<file path="src/rtl/wake_pkg.sv">
`timescale 1ns/1ps
package wake_pkg;

  typedef enum logic [1:0] {
    ST_RUN   = 2'd0,
    ST_HALT  = 2'd1,
    ST_SLEEP = 2'd2
  } pwrState_t;

  // strobes from control to output datapath
  typedef struct packed {
    logic goLow;     // a low-power state is being entered
    logic wake;      // ordinary wake, resume flag is loaded
    logic forceRun;  // reset-driven return to RUN, resume flag cleared
  } dpStrobe_t;

  // qualified wake conditions handed to the control
  typedef struct packed {
    logic haltWake;
    logic sleepWake;
    logic extReset;
    logic wdtReset;
  } wakeQual_t;

endpackage

</file>
<file path="src/rtl/wake_qual.sv">
`timescale 1ns/1ps
module wake_qual
  import wake_pkg::*;
#(
  parameter int PORT_LINES = 4,
  parameter int RTC_LINES  = 1
) (
  input  logic                  itcReq,
  input  logic                  cpuIntAccept,
  input  logic                  wdtNmi,
  input  logic                  nmiPinN,
  input  logic                  dbgInt,
  input  logic                  wdtRst,
  input  logic                  extRst,
  input  logic [PORT_LINES-1:0] portIrq,
  input  logic [PORT_LINES-1:0] portIrqEn,
  input  logic [RTC_LINES-1:0]  rtcIrq,
  input  logic [RTC_LINES-1:0]  rtcIrqEn,
  output wakeQual_t             qual,
  output logic                  handlerOk
);

  logic [PORT_LINES-1:0] portHitVec;
  logic [RTC_LINES-1:0]  rtcHitVec;
  logic                  nmiEvent;
  logic                  portHit;
  logic                  rtcHit;

  // each line is gated by its own enable bit
  for (genvar i = 0; i < PORT_LINES; i++) begin : g_port
    assign portHitVec[i] = portIrq[i] & portIrqEn[i];
  end
  for (genvar j = 0; j < RTC_LINES; j++) begin : g_rtc
    assign rtcHitVec[j] = rtcIrq[j] & rtcIrqEn[j];
  end

  assign portHit  = |portHitVec;
  assign rtcHit   = |rtcHitVec;
  assign nmiEvent = ~nmiPinN;

  always_comb begin
    qual.haltWake  = itcReq | wdtNmi | nmiEvent | dbgInt | wdtRst | extRst;
    qual.sleepWake = portHit | rtcHit | nmiEvent | extRst;
    qual.extReset  = extRst;
    qual.wdtReset  = wdtRst;
  end

  assign handlerOk = itcReq & cpuIntAccept;

  // a masked port line alone can never form a sleep wake
  always_comb begin
    if ((portIrqEn == '0) && !rtcHit && nmiPinN && !extRst)
      assert (!qual.sleepWake) else $error("AST_MASKED_PORT_QUIET");
  end

endmodule

</file>
<file path="src/rtl/wake_fsm.sv">
`timescale 1ns/1ps
module wake_fsm
  import wake_pkg::*;
(
  input  logic       clk,
  input  logic       rstN,
  input  logic       haltCmd,
  input  logic       sleepCmd,
  input  wakeQual_t  qual,
  output dpStrobe_t  strobe,
  output pwrState_t  state
);

  pwrState_t nextState;

  always_comb begin
    nextState = state;
    strobe    = '0;
    unique case (state)
      ST_RUN: begin
        if (qual.extReset || qual.wdtReset) begin
          strobe.forceRun = 1'b1;
        end else if (haltCmd && !qual.haltWake) begin
          nextState    = ST_HALT;
          strobe.goLow = 1'b1;
        end else if (sleepCmd && !haltCmd && !qual.sleepWake) begin
          nextState    = ST_SLEEP;
          strobe.goLow = 1'b1;
        end
      end
      ST_HALT: begin
        if (qual.haltWake) begin
          nextState = ST_RUN;
          if (qual.extReset || qual.wdtReset) strobe.forceRun = 1'b1;
          else                                strobe.wake     = 1'b1;
        end
      end
      ST_SLEEP: begin
        if (qual.sleepWake) begin
          nextState = ST_RUN;
          if (qual.extReset) strobe.forceRun = 1'b1;
          else               strobe.wake     = 1'b1;
        end
      end
      default: begin
        nextState       = ST_RUN;
        strobe.forceRun = 1'b1;
      end
    endcase
  end

  always_ff @(posedge clk or negedge rstN) begin
    if (!rstN) state <= ST_RUN;
    else       state <= nextState;
  end

  AST_HALT_WAKES: assert property (@(posedge clk) disable iff (!rstN)
    (state == ST_HALT && qual.haltWake) |=> (state == ST_RUN)) else $error("AST_HALT_WAKES");

  AST_SLEEP_HOLDS: assert property (@(posedge clk) disable iff (!rstN)
    (state == ST_SLEEP && !qual.sleepWake) |=> (state == ST_SLEEP)) else $error("AST_SLEEP_HOLDS");

  AST_HALT_HOLDS: assert property (@(posedge clk) disable iff (!rstN)
    (state == ST_HALT && !qual.haltWake) |=> (state == ST_HALT)) else $error("AST_HALT_HOLDS");

  AST_CMD_BLOCKED: assert property (@(posedge clk) disable iff (!rstN)
    (state == ST_RUN && haltCmd && qual.haltWake) |=> (state == ST_RUN)) else $error("AST_CMD_BLOCKED");

  AST_HALT_FIRST: assert property (@(posedge clk) disable iff (!rstN)
    (state == ST_RUN && haltCmd && sleepCmd) |=> (state != ST_SLEEP)) else $error("AST_HALT_FIRST");

endmodule

</file>
<file path="src/rtl/wake_out.sv">
`timescale 1ns/1ps
module wake_out
  import wake_pkg::*;
(
  input  logic      clk,
  input  logic      rstN,
  input  dpStrobe_t strobe,
  input  logic      handlerOk,
  output logic      cpuRunEn,
  output logic      enterHandler
);

  always_ff @(posedge clk or negedge rstN) begin
    if (!rstN) begin
      cpuRunEn     <= 1'b1;
      enterHandler <= 1'b0;
    end else if (strobe.forceRun) begin
      cpuRunEn     <= 1'b1;
      enterHandler <= 1'b0;
    end else if (strobe.wake) begin
      cpuRunEn     <= 1'b1;
      enterHandler <= handlerOk;
    end else if (strobe.goLow) begin
      cpuRunEn     <= 1'b0;
      enterHandler <= 1'b0;
    end
  end

  AST_ONE_STROBE: assert property (@(posedge clk) disable iff (!rstN)
    $onehot0({strobe.forceRun, strobe.wake, strobe.goLow})) else $error("AST_ONE_STROBE");

endmodule

</file>
<file path="src/rtl/lpwr_wake_ctrl.sv">
`timescale 1ns/1ps
module lpwr_wake_ctrl
  import wake_pkg::*;
#(
  parameter int PORT_LINES = 4,
  parameter int RTC_LINES  = 1
) (
  input  logic                  clk,
  input  logic                  rstN,
  input  logic                  haltCmd,
  input  logic                  sleepCmd,
  input  logic                  itcReq,
  input  logic                  cpuIntAccept,
  input  logic                  wdtNmi,
  input  logic                  nmiPinN,
  input  logic                  dbgInt,
  input  logic                  wdtRst,
  input  logic                  extRst,
  input  logic [PORT_LINES-1:0] portIrq,
  input  logic [PORT_LINES-1:0] portIrqEn,
  input  logic [RTC_LINES-1:0]  rtcIrq,
  input  logic [RTC_LINES-1:0]  rtcIrqEn,
  output logic                  cpuRunEn,
  output logic                  enterHandler
);

  wakeQual_t  qual;
  dpStrobe_t  strobe;
  pwrState_t  state;
  logic       handlerOk;

  wake_qual #(.PORT_LINES(PORT_LINES), .RTC_LINES(RTC_LINES)) u_qual (
    .itcReq(itcReq), .cpuIntAccept(cpuIntAccept), .wdtNmi(wdtNmi),
    .nmiPinN(nmiPinN), .dbgInt(dbgInt), .wdtRst(wdtRst), .extRst(extRst),
    .portIrq(portIrq), .portIrqEn(portIrqEn), .rtcIrq(rtcIrq),
    .rtcIrqEn(rtcIrqEn), .qual(qual), .handlerOk(handlerOk)
  );

  wake_fsm u_fsm (
    .clk(clk), .rstN(rstN), .haltCmd(haltCmd), .sleepCmd(sleepCmd),
    .qual(qual), .strobe(strobe), .state(state)
  );

  wake_out u_out (
    .clk(clk), .rstN(rstN), .strobe(strobe), .handlerOk(handlerOk),
    .cpuRunEn(cpuRunEn), .enterHandler(enterHandler)
  );

  AST_RUN_TRACKS_STATE: assert property (@(posedge clk) disable iff (!rstN)
    cpuRunEn == (state == ST_RUN)) else $error("AST_RUN_TRACKS_STATE");

  AST_PIN_RESET_PLAIN: assert property (@(posedge clk) disable iff (!rstN)
    extRst |=> (cpuRunEn && !enterHandler)) else $error("AST_PIN_RESET_PLAIN");

  AST_HANDLER_CAUSE: assert property (@(posedge clk) disable iff (!rstN)
    $rose(enterHandler) |-> $past(itcReq && cpuIntAccept)) else $error("AST_HANDLER_CAUSE");

  AST_NO_HANDLER_ASLEEP: assert property (@(posedge clk) disable iff (!rstN)
    !cpuRunEn |-> !enterHandler) else $error("AST_NO_HANDLER_ASLEEP");

endmodule

</file>
<file path="config.mk">
export PLATFORM = sky130hd
export DESIGN_NAME = lpwr_wake_ctrl
export DESIGN_NICKNAME = d
export VERILOG_FILES = /design/src/rtl/wake_pkg.sv /design/src/rtl/wake_qual.sv /design/src/rtl/wake_fsm.sv /design/src/rtl/wake_out.sv /design/src/rtl/lpwr_wake_ctrl.sv
export SDC_FILE = /design/constraint.sdc
export NUM_CORES = 1
export LEC_CHECK = 0
export ABC_AREA = 1
export BUFFER_PORTS_ARGS = -buffer_cell sky130_fd_sc_hd__buf_2
export CAP_MARGIN = 10
export CORE_AREA = 2 2 39 41
export CTS_CLUSTER_DIAMETER = 120
export DETAILED_ROUTE_END_ITERATION = 10
export DIE_AREA = 0 0 41 43
export PLACE_DENSITY_LB_ADDON = 0.05
export SYNTH_ARGS = -nofsm -noshare
export SYNTH_HDL_FRONTEND = slang
export SYNTH_HIERARCHICAL = 1
export SYNTH_SLANG_ARGS = --single-unit
</file>
<file path="constraint.sdc">
create_clock -name clk -period 2 [get_ports clk]
set_clock_uncertainty 0.1 [all_clocks]
set_input_delay 0.2 -clock clk [delete_from_list [all_inputs] [get_ports clk]]
set_output_delay 0.2 -clock clk [all_outputs]
set_load 0.02 [all_outputs]
</file>
==> impl_metrics.csv, run 1 <==
group,metric,value,unit
min_path,min-delay-start,"cpuIntAccept",
yosys,dominantRegCellSynth,"dfrtp_1",
global_routing,grt_overflow,0,
setup_path,r2r_end,"u_out/enterHandler",
timing,hold_viol,0,
timing,period_needed,1.60,ns
yosys,synth-edff-count,0,
finish,fin_util,42.8,%
pwr,p_leak,0.366,nW
finish,syn2layout_area_growth,34.4,%
drt,ant_nets,0,
setup_path,crit_fanout,4,
timing,setup_viol,0,
yosys,netlist-cell-type-count,18,
pwr,switching_share,39.1,%
die,rows,14,
pwr,p_clk_share,25.6,%
job,max_cap_violations,0,
clock_network,cts_tree,"yes",
global_routing,antenna_found_initial,0,
yosys,ys_warn_count,6,
yosys,syn_avg_cell_area,6.48,µm²
finish,fillers,160,
global_routing,grt_start_max_net_pins,6,
finish,layout-drive-gt1-share,34.4,%
die,core,0.00138,mm²
timing,holdWs,0.193,ns
drt,wl_per_cell,8.47,µm
die,start_util,31.8,%
yosys,syn_nets,93,
setup_path,r2r_setup_slack,0.40,ns
place,gp_congestion,0.794,
yosys,yosysSeqAreaShare,23.0,%
yosys,async_flop_share,100,%
yosys,synth_top_cell_area_share,21.3,%
clock_network,cts_sinks,4,
clock_network,clkTransAtPathRegs,0.04,ns
drt,viasPerCell,4.28,
yosys,synth.most_common_cell,"nand2_1",
die,io_pins,23,
setup_path,cp-endpoint,"u_out/enterHandler",
finish,nets,119,
pwr,switching_power,0.000167,W
setup_path,worst_ep_arrival_time,1.63,ns
pwr,power_density,724,mW/mm²
yosys,netlist_instances,68,
place,portBuffers,22,
pwr,power_frac_seq,24.6,%
global_routing,grt_pass1_wl,1610,µm
timing,fmax,0.624,GHz
timing,tightest_slew,0.345,ns
setup_path,reg2reg_from,"u_fsm/state[0]",
finish,multi_input_area,287,µm²
die,die-area,0.00176,mm²
pwr,combPwrFrac,49.8,%
timing,tns,0,ns
setup_path,end_kind,"flip-flop",
yosys,synth_common_cells,"nand2_1, inv_1, nor2_1",
setup_path,crit_start,"u_fsm/state[0]",
setup_path,reg2reg_depth,7,
timing,slew_viol_final,0,
timing,post-route-period-util,80.1,%
yosys,synthesis.area,440,µm²
pwr,intPower,0.000261,W
status,status,"finished, final reports clean",
drt,vias,467,
timing,rsz0062_at_grt,"false",
clock_network,cts_buffers,3,
setup_path,crit_required,2.02,ns
clock_network,cts_max_level,1,
drt,totalWireLength,923,µm
global_routing,grtUsageTotal,13.8,%
yosys,synth_top_cell_by_area,"nand2_1",
die,die_y,43,µm
clock_network,post-cts-setup-buffers,0,
drt,drt_iter0_markers,3,
die,fp.dieW,41,µm
clock_network,clock_path_buffers,2,
min_path,hold_class,"primary input to flip-flop",
place,place_hpwl,821,µm
finish,antenna_cells,0,
drt,drtPass1Iterations,3,
timing,max-slew-margin-rel,76.9,%
pwr,ir_drop,0.550,mV
setup_path,path_class,"flip-flop to flip-flop",
global_routing,grt_pass1_vias,435,
yosys,synthTopCellsByArea,"nand2_1, dfrtp_1, ha_1",
setup_path,start_kind,"flip-flop",
drt,route.detailed.drc,0,
clock_network,clk-insertion-delay-late,0.24,ns
yosys,ys_seq_elements,4,
finish,seq_area,101,µm²
clock_network,clockRootBuffer,"clkbuf_4",
==> kinds of logic (layout without fill, tap and decap cells) <==
kind of cell    Yosys count  after routing  share of synthesized area, %
simple gates             43             43                          47.4
buf+inv                  12             37                          11.9
compound gates            5              5                          6.25
fa+ha+maj                 4              4                          11.4
flops                     4              4                          23.0
==> registers in the layout, indices dropped and copies added (netlist names) <==
name,count
u_fsm/state,2
u_out/cpuRunEn,1
u_out/enterHandler,1
==> worst min path at each step <==
stage | slack (ns) | end | depth (start not counted)
floorplan | -0.20 | u_fsm/state[0] | 0
global placement | -0.09 | u_out/enterHandler | 1
detailed placement | -0.09 | u_out/enterHandler | 1
CTS | 0.19 | u_fsm/state[1] | 2
global route | 0.20 | u_fsm/state[1] | 2
finish | 0.19 | u_out/enterHandler | 5
==> per-layer routing <==
metal / GRT usage [%] / up-vias / share of wire, %
met1: 16.8 / 195 / 46
met2: 20.0 / 12 / 47
met3: 9.42 / 0 / 6.2
met5: 0 / - / 0
met4: 2.00 / 0 / 0
li1: - / 260 / -
==> critical path, stage by stage, from the launching register on <==
cell and delay [ns]:
dfrtp_1 0.40, inv_1 0.10, ha_1 0.25, inv_1 0.12
a211oi_1 0.35, nor2_2 0.07, nand2_1 0.06, nand2_1 0.04
==> cells in the final DEF (no fill, tap or decap), types with 2 or more instances in the layout <==
| master | netlist | routed |
|---|---|---|
| inv_1 | 10 | 10 |
| o21ai_1 | 2 | 2 |
| clkbuf_4 | 0 | 3 |
| dfrtp_1 | 3 | 3 |
| nor2_1 | 6 | 6 |
| nand2_1 | 25 | 25 |
| buf_2 | 0 | 22 |
| ha_1 | 4 | 4 |
| nand3_2 | 2 | 2 |
| a21oi_1 | 2 | 2 |
| nor2_2 | 2 | 2 |
| nand4_1 | 3 | 3 |
==> power by group through the flow <==
stage               combinational (W)  clock, W  sequential [W]
floorplan                    0.000159         0        0.000106
global placement             0.000216         0        0.000106
detailed placement           0.000210         0        0.000106
CTS                          0.000213  0.000114        0.000105
global route                 0.000245  0.000123        0.000109
finish                       0.000213  0.000110        0.000105
==> through the flow <==
step | cell area, µm² | setup slack, ns | power [W] | cells
5_1_grt | 592 | 0.281 | 0.000477 | 109
6_report | 592 | 0.398 | 0.000428 | 109
4_1_cts | 592 | 0.400 | 0.000433 | 109
2_1_floorplan | 440 | 0.533 | 0.000265 | 68
3_3_place_gp | 556 | 0.470 | 0.000321 | 104
3_5_place_dp | 556 | 0.414 | 0.000317 | 104
==> what timing repair did <==
item / 4_1_cts / 5_1_grt
gates resized for setup: 0 / 0
hold buffers: 1 / 0
endpoints found under the hold margin: 4 / 0
==> cell type report <==
type                            count  area share (%)
Sequential cell                     4            17.1
Clock buffer                        4            4.44
Tap cell                           16            3.38
Inverter                           10            6.34
Timing Repair Buffer               23            20.3
Multi-Input combinational cell     52            48.4
Power figures use the tool's default switching activity.
==> run 2, diff against run 1 <==
ABC_AREA = 0   (was 1)
clock period = 1.4 ns   (was 2 ns; I/O delays follow)
==> impl_metrics.csv, run 2 <==
group,metric,value,unit
die,fp.dieW,41,µm
pwr,design_power_total,0.000512,W
finish,nets,112,
yosys,synthesis.area,379,µm²
yosys,synth_top_cell_area_share,19.8,%
timing,rsz0062_at_grt,"true",
yosys,synth.most_common_cell,"inv_1",
clock_network,cts_sinks,4,
die,die-area,0.00176,mm²
pwr,power_density,737,mW/mm²
global_routing,grt_start_max_net_pins,5,
global_routing,grt_pass1_wl,1530,µm
place,portBuffers,22,
die,rows,14,
yosys,async_flop_share,100,%
timing,tightest_slew,0.220,ns
finish,mostFrequentLayoutCell,"buf_2",
global_routing,antenna_found_initial,0,
timing,setup_viol,2,
finish,largest_reg_flops,2,
timing,hold_viol,0,
clock_network,clockRootBuffer,"clkbuf_4",
yosys,dominantRegCellSynth,"dfrtp_1",
yosys,ys_warn_count,6,
place,gp_congestion,0.788,
global_routing,grt_overflow,0,
yosys,synthTopCellsByArea,"dfrtp_1, ha_1, dfstp_2",
yosys,netlist-cell-type-count,21,
die,die_y,43,µm
setup_path,worst_ep_arrival_time,1.62,ns
drt,ant_nets,0,
clock_network,cts_buffers,3,
global_routing,grt_pass1_vias,427,
status,status,"finished with violations",
setup_path,crit_required,1.46,ns
setup_path,start_kind,"flip-flop",
place,place_hpwl,848,µm
clock_network,clock_path_buffers,2,
setup_path,crit_fanout,3,
drt,drtPass1Iterations,4,
finish,syn2layout_area_growth,83.5,%
yosys,netlist_instances,48,
yosys,synth-edff-count,0,
drt,totalWireLength,1040,µm
yosys,ys_seq_elements,4,
yosys,synth_common_cells,"inv_1, nand2_1, a21oi_1, ha_1",
timing,slew_viol_final,0,
setup_path,r2r_setup_slack,-0.16,ns
timing,fmax,0.641,GHz
pwr,p_leak,0.347,nW
global_routing,grtUsageTotal,12.7,%
setup_path,end_kind,"flip-flop",
finish,antenna_cells,0,
die,io_pins,23,
setup_path,reg2reg_depth,8,
drt,vias,487,
drt,wl_per_cell,10.2,µm
drt,route.detailed.drc,0,
timing,tns,-0.233,ns
timing,max-slew-margin-rel,85.2,%
yosys,syn_avg_cell_area,7.90,µm²
clock_network,cts_tree,"yes",
min_path,hold_class,"primary input to async pin",
timing,setup_ws,-0.160,ns
setup_path,path_class,"flip-flop to flip-flop",
clock_network,cts_max_level,1,
drt,drt_iter0_markers,9,
place,place_area,601,µm²
finish,layout_common_cells,"buf_2, buf_4, inv_1",
finish,reg_top3,"u_fsm/state: 2 flops, u_out/cpuRunEn: 1 flops, u_out/enterHandler: 1 flops",
drt,viasPerCell,4.77,
job,max_cap_violations,0,
die,start_util,27.4,%
finish,layout-drive-gt1-share,60.5,%
finish,regMostFlops,"u_fsm/state",
clock_network,clkTransAtPathRegs,0.04,ns
yosys,yosysSeqAreaShare,26.7,%
pwr,ir_drop,0.390,mV
yosys,synth_top_cell_by_area,"dfrtp_1",
yosys,syn_nets,73,
clock_network,clk-insertion-delay-late,0.24,ns
die,core,0.00138,mm²
status,failed_checks,"setup timing",
timing,period_needed,1.56,ns
finish,final_area,696,µm²
timing,post-route-period-util,111,%
run 2: through the flow:
step,cells,worst slack (ns),hold WS [ns],util (%)
floorplan,48,-0.0886,-0.256,-
global placement,95,-0.242,-0.151,43.4
detailed placement,95,-0.246,-0.151,43.4
CTS,100,-0.183,0.134,47.4
global route,102,-0.210,0.152,50.3
finish,102,-0.160,0.139,50.3
run 2: worst paths after layout:
check / end / start
setup / recovery: u_out/enterHandler / u_fsm/state[1]
hold / removal: u_fsm/state[1] / rstN
setup reg to reg: u_out/enterHandler / u_fsm/state[1]
hold reg to reg: u_out/cpuRunEn / u_out/cpuRunEn
max in group asynchronous: u_out/cpuRunEn / rstN
min in group clk: u_out/enterHandler / cpuIntAccept
run 2: area by class of cell:
cell class	count	area (µm²)
clock buffers	4	26.3
well taps	16	20.0
multi-input cells	36	304
repair buffers	36	218
fillers	145	688
flip-flops and latches	4	103
inverters	6	25.0
run 2: power breakdown:
group	switching [W]	internal, W	total, W
sequential	0.0000108	0.000125	0.000136
clock	0.0000533	0.000107	0.000161
combinational	0.0000942	0.000122	0.000216
total	0.000158	0.000354	0.000512
run 2: cells by family after synthesis:
kind of cell             Yosys count  share of synthesized area, %
AND/OR/NAND/NOR                   19                          28.7
AO/OA/AOI/OAI                     13                          21.5
buffers and inverters              8                          9.90
adder cells (fa/ha/maj)            4                          13.2
flip-flops                         4                          26.7
run 2: critical path: stages, from the launching register on:
cell and delay (ns):
dfrtp_1 0.39, inv_2 0.09, ha_4 0.18, nand2_4 0.06, nor2_2 0.04, a21oi_2 0.10, nor3b_2 0.06, or3b_1 0.34
a21oi_1 0.13
run 2: repair_timing:
item	4_1_cts	5_1_grt
setup buffers	0	2
endpoints found under the hold margin	4	0
resized for setup	4	6
cloned	0	0
pin swaps	2	7
setup endpoints to repair	4	4
hold buffers	1	0
run 2: metal layers:
| metal | GRT usage, % | routed length, µm |
|---|---|---|
| met3 | 3.14 | 50 |
| met4 | 4.00 | 0 |
| met1 | 13.8 | 430 |
| met5 | 0 | 0 |
| met2 | 22.2 | 559 |
